**src/rtl/ea_pkg.sv**
```systemverilog
// Package: shared addressing-mode codes and prefix values for the
// operand address generator. Assumes a 3-bit mode field from the decoder.
package ea_pkg;
    typedef enum logic [2:0] {
        AM_INH = 3'd0,
        AM_IMM = 3'd1,
        AM_DIR = 3'd2,
        AM_EXT = 3'd3,
        AM_IDX = 3'd4,
        AM_REL = 3'd5
    } amode_e;

    localparam logic [7:0] PFX_SEL_Y  = 8'h18;
    localparam logic [7:0] PFX_ALT_1A = 8'h1A;
    localparam logic [7:0] PFX_ALT_CD = 8'hCD;
endpackage

```
**src/rtl/ea_index_sel.sv**
```systemverilog
// Module: ea_index_sel
// Picks the index register used for register-plus-offset addressing.
// Only a valid prefix equal to the Y-select value chooses Y. Every other
// prefix value, and the absence of a prefix, chooses X.
// Assumes the prefix inputs are stable for the whole request cycle.
module ea_index_sel #(
    parameter int AW = 16
) (
    input  logic          pfx_valid,
    input  logic [7:0]    pfx_byte,
    input  logic [AW-1:0] idx_x,
    input  logic [AW-1:0] idx_y,
    output logic [AW-1:0] base,
    output logic          use_y
);
    import ea_pkg::*;

    // Decode the prefix and steer the chosen register to the adder.
    always_comb begin
        use_y = pfx_valid && (pfx_byte == PFX_SEL_Y);
        base  = use_y ? idx_y : idx_x;
    end
endmodule

```
**src/rtl/ea_offset_add.sv**
```systemverilog
// Module: ea_offset_add
// Adds a byte offset to an AW-bit base, wrapping modulo 2^AW.
// SIGNED_OFS picks sign extension (branch displacement) or zero
// extension (index offset) of the offset. Assumes AW > BW.
module ea_offset_add #(
    parameter int AW         = 16,
    parameter int BW         = 8,
    parameter bit SIGNED_OFS = 1'b0
) (
    input  logic [AW-1:0] base,
    input  logic [BW-1:0] ofs,
    output logic [AW-1:0] sum
);
    localparam int EXT_W = AW - BW;

    logic [AW-1:0] ofs_ext;

    generate
        if (SIGNED_OFS) begin : g_sext
            // Replicate the sign bit into the upper part.
            always_comb ofs_ext = {{EXT_W{ofs[BW-1]}}, ofs};
        end else begin : g_zext
            // Fill the upper part with zeros.
            always_comb ofs_ext = {{EXT_W{1'b0}}, ofs};
        end
    endgenerate

    // Form the wrapped sum; the carry out is discarded.
    always_comb sum = base + ofs_ext;
endmodule

```
**src/rtl/ea_gen.sv**
```systemverilog
// Module: ea_gen (top)
// Computes the operand address or the immediate flag for one request per
// cycle, with one cycle of latency. Assumes pc_next already points past
// the whole instruction and that the mode code comes from the decoder.
module ea_gen #(
    parameter int AW = 16,
    parameter int BW = 8
) (
    input  logic          clk,
    input  logic          rst_n,
    input  logic          in_valid,
    input  logic [2:0]    mode,
    input  logic          pfx_valid,
    input  logic [7:0]    pfx_byte,
    input  logic [BW-1:0] opnd_b1,
    input  logic [BW-1:0] opnd_b2,
    input  logic [AW-1:0] idx_x,
    input  logic [AW-1:0] idx_y,
    input  logic [AW-1:0] pc_next,
    output logic          out_valid,
    output logic [AW-1:0] ea,
    output logic          is_imm
);
    import ea_pkg::*;

    localparam int HI_W = AW - BW;

    logic [AW-1:0] idx_base;
    logic          idx_use_y;
    logic [AW-1:0] idx_sum;
    logic [AW-1:0] rel_sum;
    logic [AW-1:0] ea_d;
    logic          imm_d;

    ea_index_sel #(.AW(AW)) u_sel (
        .pfx_valid (pfx_valid),
        .pfx_byte  (pfx_byte),
        .idx_x     (idx_x),
        .idx_y     (idx_y),
        .base      (idx_base),
        .use_y     (idx_use_y)
    );

    ea_offset_add #(.AW(AW), .BW(BW), .SIGNED_OFS(1'b0)) u_idx_add (
        .base (idx_base),
        .ofs  (opnd_b1),
        .sum  (idx_sum)
    );

    ea_offset_add #(.AW(AW), .BW(BW), .SIGNED_OFS(1'b1)) u_rel_add (
        .base (pc_next),
        .ofs  (opnd_b1),
        .sum  (rel_sum)
    );

    // Select the result for the current mode; unused codes form no address.
    always_comb begin
        ea_d  = '0;
        imm_d = 1'b0;
        case (mode)
            AM_IMM: imm_d = 1'b1;
            AM_DIR: ea_d  = {{HI_W{1'b0}}, opnd_b1};
            AM_EXT: ea_d  = {opnd_b1, opnd_b2};
            AM_IDX: ea_d  = idx_sum;
            AM_REL: ea_d  = rel_sum;
            default: begin
                ea_d  = '0;
                imm_d = 1'b0;
            end
        endcase
    end

    // Register the result; synchronous active-low reset clears everything.
    always_ff @(posedge clk) begin
        if (!rst_n) begin
            out_valid <= 1'b0;
            ea        <= '0;
            is_imm    <= 1'b0;
        end else begin
            out_valid <= in_valid;
            ea        <= ea_d;
            is_imm    <= imm_d;
        end
    end

    // a result appears exactly one cycle after each request.
    assert_valid_follows_R1: assert property (@(posedge clk) disable iff (!rst_n)
        in_valid |=> out_valid);
    assert_no_spurious_valid_R1: assert property (@(posedge clk) disable iff (!rst_n)
        !in_valid |=> !out_valid);

    // the zero-page high half is clear.
    assert_dir_high_zero_R3: assert property (@(posedge clk) disable iff (!rst_n)
        (in_valid && mode == AM_DIR) |=> (ea[AW-1:BW] == '0 && !is_imm));

    // full addressing places the first byte in the high half.
    assert_ext_order_R4: assert property (@(posedge clk) disable iff (!rst_n)
        (in_valid && mode == AM_EXT) |=> (ea == {$past(opnd_b1), $past(opnd_b2)}));

    // immediate mode raises the flag and forms no address.
    assert_imm_flag_R8: assert property (@(posedge clk) disable iff (!rst_n)
        (in_valid && mode == AM_IMM) |=> (is_imm && ea == '0));

    // inherent and unused codes give neither an address nor the flag.
    assert_inh_empty_R9: assert property (@(posedge clk) disable iff (!rst_n)
        (in_valid && (mode == AM_INH || mode > AM_REL)) |=> (!is_imm && ea == '0));

    // only the Y-select prefix may route Y into the index adder.
    assert_y_only_on_prefix_R6: assert property (@(posedge clk) disable iff (!rst_n)
        idx_use_y |-> (pfx_valid && pfx_byte == PFX_SEL_Y));
endmodule

```
**config.mk**
```make
export PLATFORM = sky130hd
export DESIGN_NAME = ea_gen
export DESIGN_NICKNAME = d
export VERILOG_FILES = /design/src/rtl/ea_pkg.sv /design/src/rtl/ea_index_sel.sv /design/src/rtl/ea_offset_add.sv /design/src/rtl/ea_gen.sv
export SDC_FILE = /design/constraint.sdc
export NUM_CORES = 1
export LEC_CHECK = 0
export BUFFER_PORTS_ARGS = -buffer_cell sky130_fd_sc_hd__buf_2
export CORE_MARGIN = 2
export CORE_UTILIZATION = 30
export CTS_CLUSTER_DIAMETER = 50
export DETAILED_ROUTE_END_ITERATION = 6
export PLACE_DENSITY_LB_ADDON = 0.3
export SETUP_SLACK_MARGIN = 0.15
export SLEW_MARGIN = 20
export SYNTH_ARGS = -nofsm -noshare
export SYNTH_HDL_FRONTEND = slang
export SYNTH_HIERARCHICAL = 1
export SYNTH_SLANG_ARGS = --single-unit
```
**constraint.sdc**
```tcl
create_clock -name clk -period 2.9 [get_ports clk]
set_input_delay 0.145 -clock clk [delete_from_list [all_inputs] [get_ports clk]]
set_output_delay 0.145 -clock clk [all_outputs]
set_load 0.02 [all_outputs]
```
After elaboration in Yosys (flattened, before gate mapping). Index checks and enable logic that the tools add are counted.

Bits in registers: 18. Input port bits: 79. Word-level logic and storage cells: 15.

Add/subtract/negate cells: 2. Equality and inequality tests: 6. Muxes and demuxes: 3. Reductions and logical operators: 1.

Operators by type and width (number): case mux 16 bit (4 select lines) (1); adder 16 bit (1); adder 16 x 8 -> 16 bit (1); two-way mux 16 bit (1); == test 8 x 5 -> 1 bit, second input constant (1); == test 3 x 2 -> 1 bit, second input constant (2); == test 3 bit, second input constant (2); == test 3 x 1 -> 1 bit, second input constant (1); logical AND 1 bit (1); two-way mux 1 bit (1).

Depth between registers and ports, before layout.
Word-level depth: 5. Mapped depth: 14. Gate-level depth less buffers: 13.

By module. The synthesis kept the hierarchy.

Modules (own cells, without submodules): ea_gen (times used 1, cells each 90, area each 954.7 um^2, sequential area each 360.3 um^2); ea_offset_add at u_rel_add (times used 1, cells each 104, area each 809.5 um^2, sequential area each 0.0 um^2); ea_offset_add at u_idx_add (times used 1, cells each 62, area each 490.5 um^2, sequential area each 0.0 um^2); ea_index_sel (times used 1, cells each 21, area each 275.3 um^2, sequential area each 0.0 um^2).

Worst setup path before layout. Ideal clock, no wire load.

Path kind: input -> register. Start: in pfx_byte[6]. End: reg ea[8]. Setup time: 0.118 ns. Arrival time: 3.011 ns. Slack: -0.229 ns. Stages: 14. Buffers on the path: 1. Cells stage by stage: and4bb_1 > nand4b_4 > buf_6 > mux2_4 > ha_1 > fa_1 > a21o_2 > a41oi_1 > and2_2 > o21ai_2 > xor2_1 > mux2_2 > a22oi_1 > nor2_1.

Cells in the longest elaborated chain, start to end: 5.

RTL lines: from (decl) (line ea_gen.sv:14) `input logic [7:0] pfx_byte,`; == test 8 x 5 -> 1 bit (line ea_index_sel.sv:20) `use_y = pfx_valid && (pfx_byte == PFX_SEL_Y);`; logical AND 1 bit (line ea_index_sel.sv:20); two-way mux 16 bit (line ea_index_sel.sv:21) `base = use_y ? idx_y : idx_x;`; named net idx_base[0] (line ea_gen.sv:28) `logic [AW-1:0] idx_base;`; adder 16 x 8 -> 16 bit (line ea_offset_add.sv:29) `always_comb sum = base + ofs_ext;`; named net idx_sum[8] (line ea_gen.sv:30) `logic [AW-1:0] idx_sum;`; case mux 16 bit (4 select lines) (line ea_gen.sv:60) `case (mode)`; to (signal assigned) (line ea_gen.sv:77) `ea <= '0;`; to (signal assigned) (line ea_gen.sv:81) `ea <= ea_d;`; to (decl) (line ea_gen.sv:21) `output logic [AW-1:0] ea,`.

The timed path passes the listed nets, and every way through them passes these cells. A chain may end at the register's enable or synchronous reset.

Worst setup path after layout.
Start: in pfx_byte[7]. End: reg ea[8].

The elaborated chain is that of the path after synthesis.

==> impl_metrics.tcl <==
set metrics [dict create \
    die_width_um 95.8 \
    num-fill-cells 848 \
    critPathTopFamily "simple AND/OR/NAND/NOR gates" \
    drt-pass1-iter-count 4 \
    core.rowCount 33 \
    avgSynthCellArea_um2 9.15 \
    num_vias 2402 \
    globalplace.congestion 0.836 \
    grt_start_max_net_pins 27 \
    drcViolationCount 0 \
    min_from "in_valid" \
    buffer_ports.inserted 96 \
    floorplan.die_area_um2 9170 \
    first_global_vias 2349 \
    fin_hold_ws_ns 0.0959 \
    fin_crit_sh_pct 94.7 \
    finalHoldViolations 0 \
    cts.clk_slew.worst_paths_ns 0.07 \
    area_of_the_multi_input_gates_um2 2190 \
    track_usage_pct 15.0 \
    initial_utilization_pct 30.9 \
    met1_length_um 3320 \
    regArea_um2 360 \
    count_of_yosys_warnings_during_synthesis 6 \
    critical_path.startpoint_type "primary input" \
    critPathSlowestCell "sky130_fd_sc_hd__fa_2" \
    timing.final.setup_violations 0 \
    antenna_found_initial 0 \
    whs_path_depth 2 \
    top_layer "met4" \
    detailedRoute.firstIterationViolations 111 \
    crit_chain "buf_6 > and4bb_2 > nand4b_4 > buf_12 > mux2_4 > ha_4 > fa_2 > a21o_4 > a41oi_4 > and2_4 > o21ai_2 > xor2_1 > mux2_4 > a22oi_2 > nor2_1" \
    vert_die_dim_um 95.8 \
    numCtsBuffers 3 \
    synthCells 276 \
    grt_first_pass_wirelength_um 10900 \
    layout.core_utilization_pct 41.4 \
    crit_top_cell "sky130_fd_sc_hd__mux2_4" \
    core_footprint_um2 8180 \
    postRouteWirelength_um 6890 \
    detailroute.wirelength.met3_um 432 \
    cts_hold_buf 0 \
    final_nets 481 \
    total_power_uw 1020 \
    timing.max_cap.violations 0 \
    routed_via_density 4.99 \
    ctsRootBufferMaster "sky130_fd_sc_hd__clkbuf_8" \
    hold_end "out_valid$_SDFF_PN0_" \
    detailroute.wirelength.met2_um 3080 \
    report.final.slew_viol_count 0 \
    detail-route-antenna-nets 0 \
    layout-drive-gt1-share_pct 47.3 \
    cts_num_sinks 18 \
    timing.critical_path.to_type "flip-flop" \
    critPathMaxFanout 6 \
    tightestPinTransition_ns 0.719 \
    critPathKind "in2reg" \
    cts_max_level 1 \
    num_antenna_cells 0 \
    rsz0062_at_grt "yes" \
    worstHoldPathType "in2reg" \
    timing.final.crit_period_ns 2.75 \
    p_leak_uw 0.00162 \
    place_hpwl_um 5790 \
    detail_route.wl_per_cell_um 14.3 \
    synthesis.area_um2 2530 \
    critPathBufInv 2 \
    cpPeakStageDelay_ns 0.37 \
    power.density_nw_per_um2 303 \
    slew-limit-headroom_pct 52.0 \
    syn_nets 380 \
    run_status "finished clean" \
    cts_tree "yes" \
    peak_clock_frequency_supported_by_timing_mhz 364 \
    worstPathRequired_ns 3.05 \
    vdd.ir_drop.worst_v 0.000128 \
    floorplan.io_pins 97 \
    area_delta_synth_final_pct 33.9 \
    cts_max_path_buffers 2 \
    overflow 0 \
    worst_ep_arrival_time_ns 2.90 \
]
registers in the layout, summed over array words and instances (netlist names):
name and flops:
ea 16, is_imm 1, out_valid 1
where the power goes:
part	internal [µW]	switching, µW
Clock	121	83.4
Combinational	275	284
Sequential	259	2.72
Total	655	370
how the worst max path moves through the flow:
stage	depth (start not counted)	start	slack, ns	to
floorplan	14	pfx_byte[7]	0.02	ea[8]$_SDFF_PN0_
global placement	14	pfx_byte[7]	-0.05	ea[14]$_SDFF_PN0_
detailed placement	14	pfx_byte[7]	-0.20	ea[14]$_SDFF_PN0_
CTS	15	pfx_byte[7]	0.14	ea[14]$_SDFF_PN0_
global route	14	pfx_byte[7]	0.009	ea[10]$_SDFF_PN0_
finish	15	pfx_byte[7]	0.15	ea[8]$_SDFF_PN0_
metal layers:
metal / vias up / global-route usage, %
met5: - / 0
met4: 0 / 2.98
li1: 1240 / -
met2: 70 / 25.5
met1: 1085 / 20.3
met3: 7 / 2.04
area by class of cell:
type,count,area share [%]
Tap cell,105,3.88
Timing Repair Buffer,113,18.8
Multi-Input combinational cell,240,64.9
Inverter,1,0.111
Clock buffer,4,1.63
Sequential cell,18,10.7
per-stage QoR:
step	setup TNS, ns	worst slack [ns]	cell area [µm²]	cells
2_1_floorplan	0	0.0202	2550	276
3_3_place_gp	-0.247	-0.0548	3120	472
3_5_place_dp	-1.09	-0.200	3120	472
4_1_cts	0	0.141	3210	478
5_1_grt	0	0.00895	3380	481
6_report	0	0.154	3380	481
timing repair:
| item | CTS | global route |
|---|---|---|
| setup endpoints to repair | 5 | 10 |
| resized for setup | 1 | 22 |
| setup buffers | 2 | 3 |
| pin swaps | 1 | 14 |
| cloned | 0 | 0 |
layout by cell type, fill, tap and decap left out, types with 9 or more instances in the layout:
master                     n
sky130_fd_sc_hd__mux2_2   11
sky130_fd_sc_hd__buf_4    15
sky130_fd_sc_hd__xnor2_1  15
sky130_fd_sc_hd__mux2i_1  19
sky130_fd_sc_hd__nand2_1  13
sky130_fd_sc_hd__a21oi_1  17
sky130_fd_sc_hd__buf_2    94
sky130_fd_sc_hd__ha_1     18
sky130_fd_sc_hd__and2_1    9
sky130_fd_sc_hd__nand3_1  10
sky130_fd_sc_hd__xor2_1    9
sky130_fd_sc_hd__dfxtp_1  18
sky130_fd_sc_hd__mux2_4   13
sky130_fd_sc_hd__nor2_1   13
No activity file was read; power rests on OpenSTA's default activity.
